## src/rtl/link_pkt_pkg.sv

```systemverilog
package link_pkt_pkg;

   typedef enum logic {
      KIND_DATA   = 1'b0,
      KIND_CREDIT = 1'b1
   } pkt_kind_e;

   typedef enum logic {
      RX_HEAD = 1'b0,
      RX_BODY = 1'b1
   } rx_state_e;

   function automatic int unsigned slices_for(input int unsigned bits, input int unsigned lane);
      return (bits + lane - 1) / lane;
   endfunction

endpackage

```

## src/rtl/link_pkt_tx.sv

```systemverilog
module link_pkt_tx
   import link_pkt_pkg::*;
#(
   parameter int unsigned LINK_W = 32,
   parameter int unsigned PAY_W  = 64,
   parameter int unsigned VC_W   = 2,
   parameter int unsigned LEN_W  = 3
) (
   input  logic              clk,
   input  logic              rst_n,
   input  logic              in_vld,
   output logic              in_rdy,
   input  logic [VC_W-1:0]   in_vc,
   input  pkt_kind_e         in_kind,
   input  logic              in_short,
   input  logic [PAY_W-1:0]  in_data,
   output logic              flit_vld,
   input  logic              flit_rdy,
   output logic [LINK_W-1:0] flit
);

   localparam int unsigned HDR_W   = LEN_W + 1 + VC_W;
   localparam int unsigned SHORT_W = LINK_W - HDR_W;
   localparam int unsigned NBODY   = slices_for(PAY_W, LINK_W);
   localparam int unsigned PAD_W   = NBODY * LINK_W;
   localparam int unsigned BEAT_W  = $clog2(NBODY + 1);
   localparam logic [BEAT_W-1:0] LAST_BEAT = BEAT_W'(NBODY);
   localparam logic [LEN_W-1:0]  BODY_LEN  = LEN_W'(NBODY);

   initial begin
      if (LINK_W <= HDR_W)
         $fatal(1, "link_pkt_tx: link too narrow for the header");
      if (NBODY >= (1 << LEN_W))
         $fatal(1, "link_pkt_tx: count field cannot hold the body-flit count");
      if (PAY_W <= SHORT_W)
         $fatal(1, "link_pkt_tx: payload never needs body flits");
   end

   logic              busy;
   logic [BEAT_W-1:0] beat;
   logic [VC_W-1:0]   h_vc;
   pkt_kind_e         h_kind;
   logic              h_short;
   logic [PAD_W-1:0]  h_data;

   logic              last;
   logic              accept;
   logic              fire;
   logic [LINK_W-1:0] hdr_flit;
   logic [LINK_W-1:0] body_flit;
   logic [SHORT_W-1:0] hdr_pay;

   assign last   = h_short ? (beat == '0) : (beat == LAST_BEAT);
   assign fire   = busy && flit_rdy;
   assign in_rdy = !busy || (last && flit_rdy);
   assign accept = in_vld && in_rdy;

   assign hdr_pay  = h_short ? h_data[SHORT_W-1:0] : '0;
   assign hdr_flit = {hdr_pay, h_vc, h_kind, (h_short ? '0 : BODY_LEN)};

   always_comb begin
      body_flit = '0;
      for (int i = 0; i < NBODY; i++) begin
         if (beat == BEAT_W'(i + 1))
            body_flit = h_data[i*LINK_W +: LINK_W];
      end
   end

   assign flit_vld = busy;
   assign flit     = (beat == '0) ? hdr_flit : body_flit;

   always_ff @(posedge clk) begin
      if (!rst_n) begin
         busy    <= 1'b0;
         beat    <= '0;
         h_vc    <= '0;
         h_kind  <= KIND_DATA;
         h_short <= 1'b0;
         h_data  <= '0;
      end else if (accept) begin
         busy    <= 1'b1;
         beat    <= '0;
         h_vc    <= in_vc;
         h_kind  <= in_kind;
         h_short <= in_short;
         h_data  <= PAD_W'(in_data);
      end else if (fire) begin
         if (last) begin
            busy <= 1'b0;
            beat <= '0;
         end else begin
            beat <= beat + 1'b1;
         end
      end
   end

   AST_TX_HOLD: assert property (@(posedge clk) disable iff (!rst_n)
      (flit_vld && !flit_rdy) |=> (flit_vld && $stable(flit)));

   AST_TX_NO_INTERLEAVE: assert property (@(posedge clk) disable iff (!rst_n)
      (flit_vld && flit_rdy && !last) |=> (flit_vld && beat == $past(beat) + 1'b1));

   AST_TX_BEAT_RANGE: assert property (@(posedge clk) disable iff (!rst_n)
      beat <= LAST_BEAT);

endmodule

```

## src/rtl/link_pkt_rx.sv

```systemverilog
module link_pkt_rx
   import link_pkt_pkg::*;
#(
   parameter int unsigned LINK_W = 32,
   parameter int unsigned PAY_W  = 64,
   parameter int unsigned VC_W   = 2,
   parameter int unsigned LEN_W  = 3
) (
   input  logic              clk,
   input  logic              rst_n,
   input  logic              flit_vld,
   output logic              flit_rdy,
   input  logic [LINK_W-1:0] flit,
   output logic              out_vld,
   input  logic              out_rdy,
   output logic [VC_W-1:0]   out_vc,
   output pkt_kind_e         out_kind,
   output logic              out_short,
   output logic [PAY_W-1:0]  out_data
);

   localparam int unsigned HDR_W   = LEN_W + 1 + VC_W;
   localparam int unsigned NBODY   = slices_for(PAY_W, LINK_W);
   localparam int unsigned PAD_W   = NBODY * LINK_W;
   localparam int unsigned BEAT_W  = $clog2(NBODY + 1);
   localparam logic [LEN_W-1:0] BODY_LEN = LEN_W'(NBODY);

   initial begin
      if (LINK_W <= HDR_W)
         $fatal(1, "link_pkt_rx: link too narrow for the header");
      if (NBODY >= (1 << LEN_W))
         $fatal(1, "link_pkt_rx: count field cannot hold the body-flit count");
   end

   rx_state_e         st;
   logic [LEN_W-1:0]  remain;
   logic [BEAT_W-1:0] idx;
   logic [PAD_W-1:0]  acc;
   logic              take;
   logic [LEN_W-1:0]  f_len;

   assign flit_rdy = !out_vld;
   assign take     = flit_vld && flit_rdy;
   assign f_len    = flit[LEN_W-1:0];
   assign out_data = acc[PAY_W-1:0];

   always_ff @(posedge clk) begin
      if (!rst_n) begin
         st        <= RX_HEAD;
         remain    <= '0;
         idx       <= '0;
         acc       <= '0;
         out_vld   <= 1'b0;
         out_vc    <= '0;
         out_kind  <= KIND_DATA;
         out_short <= 1'b0;
      end else begin
         if (out_vld && out_rdy)
            out_vld <= 1'b0;
         if (take) begin
            if (st == RX_HEAD) begin
               out_vc   <= flit[HDR_W-1:LEN_W+1];
               out_kind <= pkt_kind_e'(flit[LEN_W]);
               if (f_len == '0) begin
                  acc       <= PAD_W'(flit[LINK_W-1:HDR_W]);
                  out_short <= 1'b1;
                  out_vld   <= 1'b1;
               end else begin
                  acc       <= '0;
                  out_short <= 1'b0;
                  remain    <= f_len;
                  idx       <= '0;
                  st        <= RX_BODY;
               end
            end else begin
               for (int i = 0; i < NBODY; i++) begin
                  if (idx == BEAT_W'(i))
                     acc[i*LINK_W +: LINK_W] <= flit;
               end
               idx    <= idx + 1'b1;
               remain <= remain - 1'b1;
               if (remain == LEN_W'(1)) begin
                  out_vld <= 1'b1;
                  st      <= RX_HEAD;
               end
            end
         end
      end
   end

   AST_RX_HOLD: assert property (@(posedge clk) disable iff (!rst_n)
      (out_vld && !out_rdy) |=> (out_vld && $stable(out_data) && $stable(out_vc) && !flit_rdy));

   AST_RX_DONE_ON_FLIT: assert property (@(posedge clk) disable iff (!rst_n)
      $rose(out_vld) |-> $past(flit_vld && flit_rdy));

   AST_RX_LEN_OK: assert property (@(posedge clk) disable iff (!rst_n)
      (take && st == RX_HEAD) |-> (f_len == '0 || f_len == BODY_LEN));

endmodule

```

## src/rtl/link_flit_codec.sv

```systemverilog
module link_flit_codec
   import link_pkt_pkg::*;
#(
   parameter int unsigned LINK_W = 32,
   parameter int unsigned PAY_W  = 64,
   parameter int unsigned VC_W   = 2,
   parameter int unsigned LEN_W  = 3
) (
   input  logic              clk,
   input  logic              rst_n,
   input  logic              tx_msg_vld,
   output logic              tx_msg_rdy,
   input  logic [VC_W-1:0]   tx_msg_vc,
   input  logic              tx_msg_kind,
   input  logic              tx_msg_short,
   input  logic [PAY_W-1:0]  tx_msg_data,
   output logic              tx_flit_vld,
   input  logic              tx_flit_rdy,
   output logic [LINK_W-1:0] tx_flit,
   input  logic              rx_flit_vld,
   output logic              rx_flit_rdy,
   input  logic [LINK_W-1:0] rx_flit,
   output logic              rx_msg_vld,
   input  logic              rx_msg_rdy,
   output logic [VC_W-1:0]   rx_msg_vc,
   output logic              rx_msg_kind,
   output logic              rx_msg_short,
   output logic [PAY_W-1:0]  rx_msg_data
);

   pkt_kind_e rx_kind_e;

   link_pkt_tx #(.LINK_W(LINK_W), .PAY_W(PAY_W), .VC_W(VC_W), .LEN_W(LEN_W)) u_tx (
      .clk      (clk),
      .rst_n    (rst_n),
      .in_vld   (tx_msg_vld),
      .in_rdy   (tx_msg_rdy),
      .in_vc    (tx_msg_vc),
      .in_kind  (pkt_kind_e'(tx_msg_kind)),
      .in_short (tx_msg_short),
      .in_data  (tx_msg_data),
      .flit_vld (tx_flit_vld),
      .flit_rdy (tx_flit_rdy),
      .flit     (tx_flit)
   );

   link_pkt_rx #(.LINK_W(LINK_W), .PAY_W(PAY_W), .VC_W(VC_W), .LEN_W(LEN_W)) u_rx (
      .clk       (clk),
      .rst_n     (rst_n),
      .flit_vld  (rx_flit_vld),
      .flit_rdy  (rx_flit_rdy),
      .flit      (rx_flit),
      .out_vld   (rx_msg_vld),
      .out_rdy   (rx_msg_rdy),
      .out_vc    (rx_msg_vc),
      .out_kind  (rx_kind_e),
      .out_short (rx_msg_short),
      .out_data  (rx_msg_data)
   );

   assign rx_msg_kind = rx_kind_e;

endmodule

```

## config.mk

```make
export PLATFORM = sky130hd
export DESIGN_NAME = link_flit_codec
export DESIGN_NICKNAME = d
export VERILOG_FILES = /design/src/rtl/link_pkt_pkg.sv /design/src/rtl/link_pkt_tx.sv /design/src/rtl/link_pkt_rx.sv /design/src/rtl/link_flit_codec.sv
export SDC_FILE = /design/constraint.sdc
export NUM_CORES = 1
export LEC_CHECK = 0
export BUFFER_PORTS_ARGS = -buffer_cell sky130_fd_sc_hd__buf_4
export CORE_MARGIN = 2
export CORE_UTILIZATION = 56
export CTS_CLUSTER_DIAMETER = 80
export DETAILED_ROUTE_END_ITERATION = 8
export HOLD_SLACK_MARGIN = 0.15
export PLACE_DENSITY = 0.86
export SLEW_MARGIN = 25
export SYNTH_ARGS = -nofsm -noshare
export SYNTH_HDL_FRONTEND = slang
export SYNTH_SLANG_ARGS = --single-unit
```

## constraint.sdc

```tcl
create_clock -name clk -period 5.2 [get_ports clk]
set_input_delay 0.78 -clock clk [delete_from_list [all_inputs] [get_ports clk]]
set_output_delay 0.78 -clock clk [all_outputs]
set_load 0.02 [all_outputs]
```

==> flow_metrics.tcl, run 1 <==
set metrics [dict create \
    status "completed" \
    insertion_delay_ns 0.43 \
    grt_max_degree 78 \
    dieArea_um2 13070 \
    wire_per_inst_um 17.39 \
    start_util 0.5700 \
    drive_gt1_frac 0.2633 \
    die_x_um 114.3 \
    period_minus_slack_ns 3.319 \
    leakage_uw 0.003801 \
    whs_ns 0.4594 \
    clockPowerShare 0.474 \
    areaGrowthSynthToFinish_pct 31.79 \
    start_kind "register" \
    cts_buffer_depth 2 \
    cts_setup_buffers 0 \
    max-slew-margin-rel 0.3035 \
    grt_overflow 0 \
    power_frac_seq 0.398 \
    final_common_cell "buf_4" \
    pwr-share-comb 0.128 \
    reg2reg_to "u_tx.h_kind$_SDFFE_PN0P_" \
    dpl.cell_count 1110 \
    rows 40 \
    drc 0 \
    ant_nets 0 \
    rr_startpoint "u_tx.beat[0]$_SDFFE_PP0P_" \
    internal-power_uw 2324 \
    grt_pass1_vias 6144 \
    crit_required_ns 4.42 \
    crit_chain "inv_1, ha_1, and3b_1, a21oi_1, o21ai_0, buf_4" \
    power.switching_uw 755.3 \
    antenna_found_initial 0 \
    skew_ns 0.01159 \
    swShare 0.2453 \
    peakVddDrop_mv 0.2914 \
    synth_fp_nets 940 \
    io_pins 210 \
    cts-root-buf "clkbuf_16" \
    final_cell_mix "buf_4 (219), nand2_1 (186), dfxtp_1 (145)" \
    rsz0062_at_grt "false" \
    powerDensity_nw_per_um2 342.7 \
    yosys.cell_types.count 36 \
    die_h_um 114.3 \
    hold_viol_final 0 \
    cts_resized 0 \
    diodes 0 \
    multi_input_area_um2 3483 \
    port_buffers 209 \
    fmaxAchievable_mhz 301.3 \
    cp-startpoint "u_tx.beat[1]$_SDFFE_PP0P_" \
    grt_first_pass_wirelength_mm 31.02 \
    avgSynthCellArea_um2 8.244 \
    drv_cap 0 \
    grtUsageTotal 0.2976 \
    vias 6622 \
    fillers 848 \
    netlist_instances 827 \
    cts-hold-fix-buffers 0 \
    ff_latch_area_um2 2924 \
    yosysWarningCount 0 \
    cts-buffers-inserted 17 \
    cts-htree-levels 4 \
    dp_hpwl_mm 13.10 \
    drt-total-wl_mm 19.86 \
    drt_iter0_markers 707 \
    synth-seq-cells 146 \
    path_clk_slew_ns 0.06 \
    cp.arrival_ns 2.54 \
    cp_slowest_stage_delay_ns 0.78 \
    hp-class "reg -> reg" \
    viasPerCell 5.799 \
    syn_area_um2 6818 \
    setup_violations 0 \
    cpMaxStageDelayCell "ha_1" \
    cts_tree "yes" \
    dr.pass1.iters 5 \
    fin_nets 1095 \
    coreArea_um2 11960 \
    clock_sinks 146 \
    end_kind "output pin" \
    final_max_slew_viol_count 0 \
    tightest_slew_ns 1.045 \
    place_congestion 0.8350 \
    ys_seq_area_frac 0.4287 \
    setup-tns-final_ns 0 \
    crit_path_max_fanout 32 \
    critPathCapture "tx_flit[6]" \
    rrSetupSlack_ns 2.10 \
    rr_worst_depth 6 \
    finalCritPeriodShare 0.6382 \
    fin_cells 1142 \
    path_class "reg -> out" \
    hold-path-cell-count 2 \
]
==> layout make-up <==
type                    count  share of cell area
multi-input cells         587              0.3877
flip-flops and latches    146              0.3254
repair buffers            219              0.1830
clock buffers              19             0.05041
clock inverters            13             0.02841
well taps                 147             0.02047
inverters                  11            0.004595
==> how the worst min path moves through the flow <==
| stage | start | endpoint |
|---|---|---|
| final | u_tx.h_data[29]$_SDFFE_PN0P_ | u_tx.h_data[29]$_SDFFE_PN0P_ |
| after global routing | u_tx.h_data[58]$_SDFFE_PN0P_ | u_tx.h_data[58]$_SDFFE_PN0P_ |
| after CTS | u_tx.h_data[40]$_SDFFE_PN0P_ | u_tx.h_data[40]$_SDFFE_PN0P_ |
| after detailed placement | u_tx.h_data[34]$_SDFFE_PN0P_ | u_tx.h_data[34]$_SDFFE_PN0P_ |
| after global placement | u_tx.h_data[31]$_SDFFE_PN0P_ | u_tx.h_data[31]$_SDFFE_PN0P_ |
| after floorplan | u_tx.h_data[26]$_SDFFE_PN0P_ | u_tx.h_data[26]$_SDFFE_PN0P_ |
==> power groups by stage <==
stage / clock, uW / combinational, uW / sequential, uW
floorplan: 0 / 215 / 1260
global placement: 0 / 380 / 1250
detailed placement: 0 / 387 / 1250
CTS: 1470 / 390 / 1220
global route: 1510 / 424 / 1230
finish: 1460 / 395 / 1230
==> cells in the mapped netlist <==
cell type,instances,area share
nand2_1,186,0.10
dfxtp_1,146,0.43
a21oi_1,106,0.078
o21ai_0,73,0.054
mux2i_1,70,0.10
clkbuf_1,58,0.032
nand3_1,30,0.022
and3b_1,29,0.037
a22oi_1,27,0.030
a211oi_1,26,0.029
buf_2,15,0.011
inv_1,11,0.0061
buf_6,9,0.015
ha_1,7,0.013
nor2b_1,6,0.0055
nand3b_1,4,0.0044
a311oi_1,2,0.0026
and4b_1,2,0.0029
nand2b_1,2,0.0018
o21a_1,2,0.0022
a211oi_2,1,0.0018
a21boi_0,1,0.0011
a2bb2oi_1,1,0.0013
a31o_1,1,0.0013
a31oi_1,1,0.00092
buf_4,1,0.0011
mux2_2,1,0.0017
nor2_1,1,0.00055
nor2_2,1,0.00092
nor3_2,1,0.0015
nor3b_1,1,0.0011
nor4_4,1,0.0031
o311ai_0,1,0.0013
o41ai_1,1,0.0013
or3_1,1,0.00092
or4_1,1,0.0011
==> metrics by stage <==
| step | cell area, um^2 | power, uW | setup WS, ns | utilization |
|---|---|---|---|---|
| 2_1_floorplan | 6818 | 1472 | 2.637 | - |
| 3_3_place_gp | 8260 | 1626 | 2.294 | 0.6906 |
| 3_5_place_dp | 8260 | 1633 | 2.206 | 0.6906 |
| 4_1_cts | 8969 | 3079 | 1.952 | 0.7498 |
| 5_1_grt | 8985 | 3163 | 1.756 | 0.7512 |
| 6_report | 8985 | 3079 | 1.881 | 0.7512 |
==> critical path: cells and delay by family (launching register included) <==
kind	cells	cell delay [ns]
buf+inv	2	0.32
flops	1	0.35
fa+ha+maj	1	0.78
simple gates	1	0.28
compound gates	2	0.38
==> logic make-up (layout without fill, tap and decap cells) <==
group	Yosys count	after routing	synth area share
AO/OA/AOI/OAI	243	243	0.2035
adder cells (fa/ha/maj)	7	7	0.01285
buffers and inverters	94	262	0.06497
flip-flops	146	146	0.4287
multiplexers	71	71	0.1044
AND/OR/NAND/NOR	266	266	0.1855
==> routing by layer <==
layer	track usage	routed length [um]	vias up
met5	0	0	-
met3	0.08311	1573	44
li1	-	-	3189
met2	0.4591	9282	295
met1	0.3976	8484	3094
met4	0.1146	520	0
==> state kept, by name (all words and copies together) (netlist names) <==
register and cells:
u_rx.out_vld 1, u_tx.h_data 64, u_rx.remain 3, u_rx.st 1, u_tx.h_vc 2, u_tx.beat 2, u_rx.out_data 64, u_tx.flit_vld 1
u_tx.h_short 1, u_tx.h_kind 1, u_rx.out_vc 2, u_rx.out_kind 1, u_rx.out_short 1, u_rx.idx 2
Note: power is estimated with default switching activity, not from simulation.
==> inputs of run 2 (changes only) <==
--- a/config.mk
+++ b/config.mk
@@ -7,11 +7,11 @@
 export LEC_CHECK = 0
 export BUFFER_PORTS_ARGS = -buffer_cell sky130_fd_sc_hd__buf_4
 export CORE_MARGIN = 2
-export CORE_UTILIZATION = 56
+export CORE_UTILIZATION = 52
 export CTS_CLUSTER_DIAMETER = 80
 export DETAILED_ROUTE_END_ITERATION = 8
 export HOLD_SLACK_MARGIN = 0.15
-export PLACE_DENSITY = 0.86
+export PLACE_DENSITY = 0.81
 export SLEW_MARGIN = 25
 export SYNTH_ARGS = -nofsm -noshare
 export SYNTH_HDL_FRONTEND = slang
==> constraint.sdc (replaced) <==
create_clock -name clk -period 3.33 [get_ports clk]
set_input_delay 0.4995 -clock clk [delete_from_list [all_inputs] [get_ports clk]]
set_output_delay 0.4995 -clock clk [all_outputs]
set_load 0.02 [all_outputs]
==> run 2 against run 1 <==
Wire length shrank 1.6%. Clock-buffer cell count grew 2. Sequential power grew 55%. Largest power group is now sequential cells. Non-clock buffer count grew 5. Critical path type unchanged. Utilization shrank 4.8 points. Register-to-register slack lost 1.2 ns. Combinational power grew 55%. Flip-flop and latch count is the same. Largest cell class unchanged.
==> flow_metrics.tcl, run 2 (synthesis results as in run 1) <==
set metrics [dict create \
    skew_ns 0.006651 \
    start_util 0.5359 \
    powerDensity_nw_per_um2 496.3 \
    grt_pass1_vias 6096 \
    dieArea_um2 14040 \
    multi_input_area_um2 3476 \
    setup_violations 0 \
    hold_viol_final 0 \
    areaGrowthSynthToFinish_pct 31.20 \
    final_max_slew_viol_count 0 \
    dpl.cell_count 1140 \
    dr.pass1.iters 5 \
    cts-root-buf "clkbuf_16" \
    cp_slowest_stage_delay_ns 0.42 \
    grt_overflow 0 \
    cts_buffer_depth 2 \
    cts-htree-levels 4 \
    reg2reg_to "u_tx.h_data[7]$_SDFFE_PN0P_" \
    peakVddDrop_mv 0.3783 \
    final_common_cell "buf_4" \
    vias 6543 \
    final_cell_area_um2 8945 \
    drive_gt1_frac 0.2650 \
    drt-total-wl_mm 19.54 \
    crit_path_max_fanout 44 \
    rows 41 \
    drc 0 \
    setup-tns-final_ns 0 \
    viasPerCell 5.583 \
    fillers 1091 \
    cts_resized 0 \
    diodes 0 \
    fmaxAchievable_mhz 348.8 \
    hp-class "in -> reg" \
    port_buffers 209 \
    whs_ns 0.3201 \
    end_kind "output pin" \
    dp_hpwl_mm 13.26 \
    rr_startpoint "u_tx.beat[0]$_SDFFE_PP0P_" \
    rr_worst_depth 6 \
    crit_chain "inv_1, ha_2, buf_4, and3b_1, a21oi_1, o21ai_0, buf_4" \
    insertion_delay_ns 0.42 \
    cts-buffers-inserted 17 \
    cts_tree "yes" \
    status "completed" \
    finalCritPeriodShare 0.8609 \
    max-slew-margin-rel 0.4165 \
    tightest_slew_ns 0.8741 \
    ff_latch_area_um2 2923 \
    wire_per_inst_um 16.67 \
    io_pins 210 \
    drt_iter0_markers 755 \
    p_total_uw 4439 \
    rsz0062_at_grt "false" \
    place_congestion 0.8900 \
    whs_endpoint "u_tx.flit_vld$_SDFFE_PN0P_" \
    cp.arrival_ns 2.37 \
    period_minus_slack_ns 2.867 \
    hold-path-cell-count 2 \
    cpMaxStageDelayCell "ha_2" \
    path_class "reg -> out" \
    drv_cap 0 \
    grt_first_pass_wirelength_mm 30.99 \
    grtUsageTotal 0.2712 \
    hold_path_startpoint "tx_msg_vld" \
    path_clk_slew_ns 0.06 \
    start_kind "register" \
    grt_max_degree 72 \
    cts_setup_buffers 0 \
    crit_required_ns 2.83 \
    die_h_um 118.5 \
    die_x_um 118.5 \
    clock_sinks 146 \
    leakage_uw 0.003786 \
    antenna_found_initial 0 \
    coreArea_um2 12720 \
    rrSetupSlack_ns 0.95 \
    final_cell_mix "buf_4 (223), nand2_1 (186), dfxtp_1 (146)" \
    fin_cells 1172 \
    ant_nets 0 \
    fin_nets 1100 \
    crit_path_frequent_cell "buf_4" \
    cts-hold-fix-buffers 0 \
    placed_area_um2 8342 \
]
==> run 2: through the flow <==
stage               setup slack (ns)    util
CTS                           0.4870  0.7025
global route                  0.3304  0.7031
finish                        0.4631  0.7031
global placement              0.9878  0.6557
detailed placement            0.9401  0.6557
floorplan                      1.047       -
==> run 2: report_power, final <==
| group | switching [uW] | internal [uW] | leakage [uW] |
|---|---|---|---|
| clock network | 704 | 1210 | 0.000292 |
| logic | 344 | 268 | 0.00230 |
| registers | 68.9 | 1840 | 0.00120 |
| total | 1120 | 3320 | 0.00379 |
==> run 2: cell type report <==
| class | instances | share of cell area |
|---|---|---|
| Clock buffer | 21 | 0.05148 |
| Timing Repair Buffer | 224 | 0.1894 |
| Multi-Input combinational cell | 587 | 0.3886 |
| Tap cell | 172 | 0.02406 |
| Sequential cell | 146 | 0.3268 |
| Inverter | 11 | 0.004616 |
| Clock inverter | 11 | 0.01511 |
==> run 2: layer usage <==
metal	wire length [um]	up-vias	track usage
li1	-	3202	-
met1	8581	3061	0.3667
met4	589	0	0.1034
met2	8995	246	0.4126
met5	0	-	0
met3	1375	34	0.07384
==> run 2: worst max path at each step <==
stage / start / to / slack, ns / cells past startpoint
finish: u_tx.beat[0]$_SDFFE_PP0P_ / tx_flit[4] / 0.46 / 7
global route: u_tx.beat[0]$_SDFFE_PP0P_ / tx_flit[4] / 0.33 / 7
CTS: u_tx.beat[0]$_SDFFE_PP0P_ / tx_flit[4] / 0.49 / 7
detailed placement: u_tx.beat[0]$_SDFFE_PP0P_ / tx_flit[25] / 0.94 / 7
global placement: u_tx.beat[0]$_SDFFE_PP0P_ / tx_flit[4] / 0.99 / 7
floorplan: u_tx.beat[0]$_SDFFE_PP0P_ / tx_flit[14] / 1.05 / 7
==> run 2: worst max-delay path: cells and delay by family, from the launching register on <==
family / cells / cell delay (ns)
AOI/OAI and AO/OA: 2 / 0.27
adders and majority gates: 1 / 0.42
and+or+nand+nor: 1 / 0.23
buffers and inverters: 3 / 0.70
DFF: 1 / 0.33
==> inputs of run 3 (changes only) <==
--- a/config.mk
+++ b/config.mk
@@ -11,7 +11,7 @@
 export CTS_CLUSTER_DIAMETER = 80
 export DETAILED_ROUTE_END_ITERATION = 8
 export HOLD_SLACK_MARGIN = 0.15
-export PLACE_DENSITY = 0.81
+export PLACE_DENSITY_LB_ADDON = 0.3
 export SLEW_MARGIN = 25
 export SYNTH_ARGS = -nofsm -noshare
 export SYNTH_HDL_FRONTEND = slang
==> run 3 against run 2 <==
Final cell count rose by 0.17%. Sequential power barely moved. Critical path depth did not move. Utilization rose by 0.46 points. Total power rose by 2.8%. Largest power group is now clock.
==> flow_metrics.tcl, run 3 (synthesis results as in run 1) <==
set metrics [dict create \
    io_pins 210 \
    cts-buffers-inserted 17 \
    utilization 0.7077 \
    skew_ns 0.006206 \
    die_x_um 118.5 \
    cts-hold-fix-buffers 0 \
    port_buffers 209 \
    final_common_cell "buf_4" \
    drc 0 \
    final_max_slew_viol_count 0 \
    setup_violations 0 \
    crit_path_max_fanout 43 \
    fmaxAchievable_mhz 347.4 \
    hp-class "in -> reg" \
    wire_per_inst_um 16.79 \
    drv_cap 0 \
    finalCritPeriodShare 0.8643 \
    final_cell_mix "buf_4 (224), nand2_1 (186), dfxtp_1 (146)" \
    dpl.cell_count 1142 \
    drive_gt1_frac 0.2665 \
    rows 41 \
    powerDensity_nw_per_um2 506.7 \
    peakVddDrop_mv 0.3517 \
    cp-startpoint "u_tx.beat[0]$_SDFFE_PP0P_" \
    leakage_uw 0.003807 \
    die_h_um 118.5 \
    start_util 0.5359 \
    p_total_uw 4562 \
    crit_required_ns 2.83 \
    end_kind "output pin" \
    cts-root-buf "clkbuf_16" \
    clock_sinks 146 \
    coreArea_um2 12720 \
    cts_resized 0 \
    drt-total-wl_mm 19.71 \
    place_congestion 0.8805 \
    start_kind "register" \
    tightest_slew_ns 1.056 \
    areaGrowthSynthToFinish_pct 32.06 \
    grt_max_degree 68 \
    vias 6580 \
    rr_startpoint "u_rx.st$_SDFFE_PN0P_" \
    cts-htree-levels 4 \
    cts_setup_buffers 0 \
    grtUsageTotal 0.2716 \
    grt_pass1_vias 5910 \
    viasPerCell 5.605 \
    path_clk_slew_ns 0.06 \
    ff_latch_area_um2 2923 \
    fin_nets 1102 \
    cp.arrival_ns 2.38 \
    drt_iter0_markers 763 \
    status "completed" \
    fin_cells 1174 \
    fillers 1020 \
    diodes 0 \
    multi_input_area_um2 3476 \
    path_class "reg -> out" \
    grt_first_pass_wirelength_mm 30.52 \
    max-slew-margin-rel 0.2957 \
    hold_viol_final 0 \
    hold_path_startpoint "tx_msg_vld" \
    dieArea_um2 14040 \
    dp_hpwl_mm 13.30 \
    grt_overflow 0 \
    period_minus_slack_ns 2.878 \
    rsz0062_at_grt "false" \
    ant_nets 0 \
    cts_tree "yes" \
    setup-tns-final_ns 0 \
    cts_buffer_depth 2 \
    whs_ns 0.3104 \
    insertion_delay_ns 0.42 \
    dr.pass1.iters 5 \
    antenna_found_initial 0 \
]
-- run 3: cell types whose count changed in the layout (fill, tap and decap cells not counted) --
cell and delta:
inv_6 +1, clkinv_2 -4, nand2b_2 -1, nand2b_1 +1
buf_12 +1, clkinv_4 +3, nor2b_1 -1, bufinv_16 +1
clkbuf_8 -1, nor2b_2 +1, buf_4 +1
-- run 3: cell type report --
class / count / share of cell area
Multi-Input combinational cell: 587 / 0.3860
Sequential cell: 146 / 0.3246
Timing Repair Buffer: 226 / 0.1912
Clock buffer: 20 / 0.04961
Tap cell: 172 / 0.02390
Clock inverter: 12 / 0.02001
Inverter: 11 / 0.004586
-- run 3: worst max-delay path: stages, from the launching register on --
cell	delay, ns
dfxtp_1	0.33
inv_1	0.09
ha_2	0.40
buf_4	0.42
and3b_1	0.23
a21oi_1	0.11
o21ai_0	0.14
buf_4	0.21
-- run 3: power by group --
group | internal, uW | total, uW | switching, uW
combinational | 273 | 620 | 348
clock | 1280 | 2020 | 748
sequential | 1840 | 1920 | 73.4
total | 3390 | 4560 | 1170
-- run 3: path summary, 6_finish.rpt --
path / to / slack [ns] / cells past startpoint
setup / recovery: tx_flit[3] / 0.45 / 7
hold / removal: u_tx.flit_vld$_SDFFE_PN0P_ / 0.31 / 2
setup reg to reg: u_rx.out_data[11]$_SDFFE_PN0P_ / 1.03 / 3
hold reg to reg: u_tx.h_data[31]$_SDFFE_PN0P_ / 0.46 / 2
-- run 3: per-layer routing --
layer / GRT usage / wire length [um] / vias up
li1: - / - / 3217
met1: 0.3935 / 9218 / 3081
met2: 0.3887 / 8666 / 242
met3: 0.06129 / 1261 / 40
met4: 0.1094 / 560 / 0
met5: 0 / 0 / -
-- run 3: per-stage QoR --
stage | setup slack [ns] | cell area, um^2
CTS | 0.4630 | 8999
detailed placement | 0.9595 | 8372
global route | 0.3213 | 9004
global placement | 1.010 | 8372
finish | 0.4518 | 9004
floorplan | 1.047 | 6818
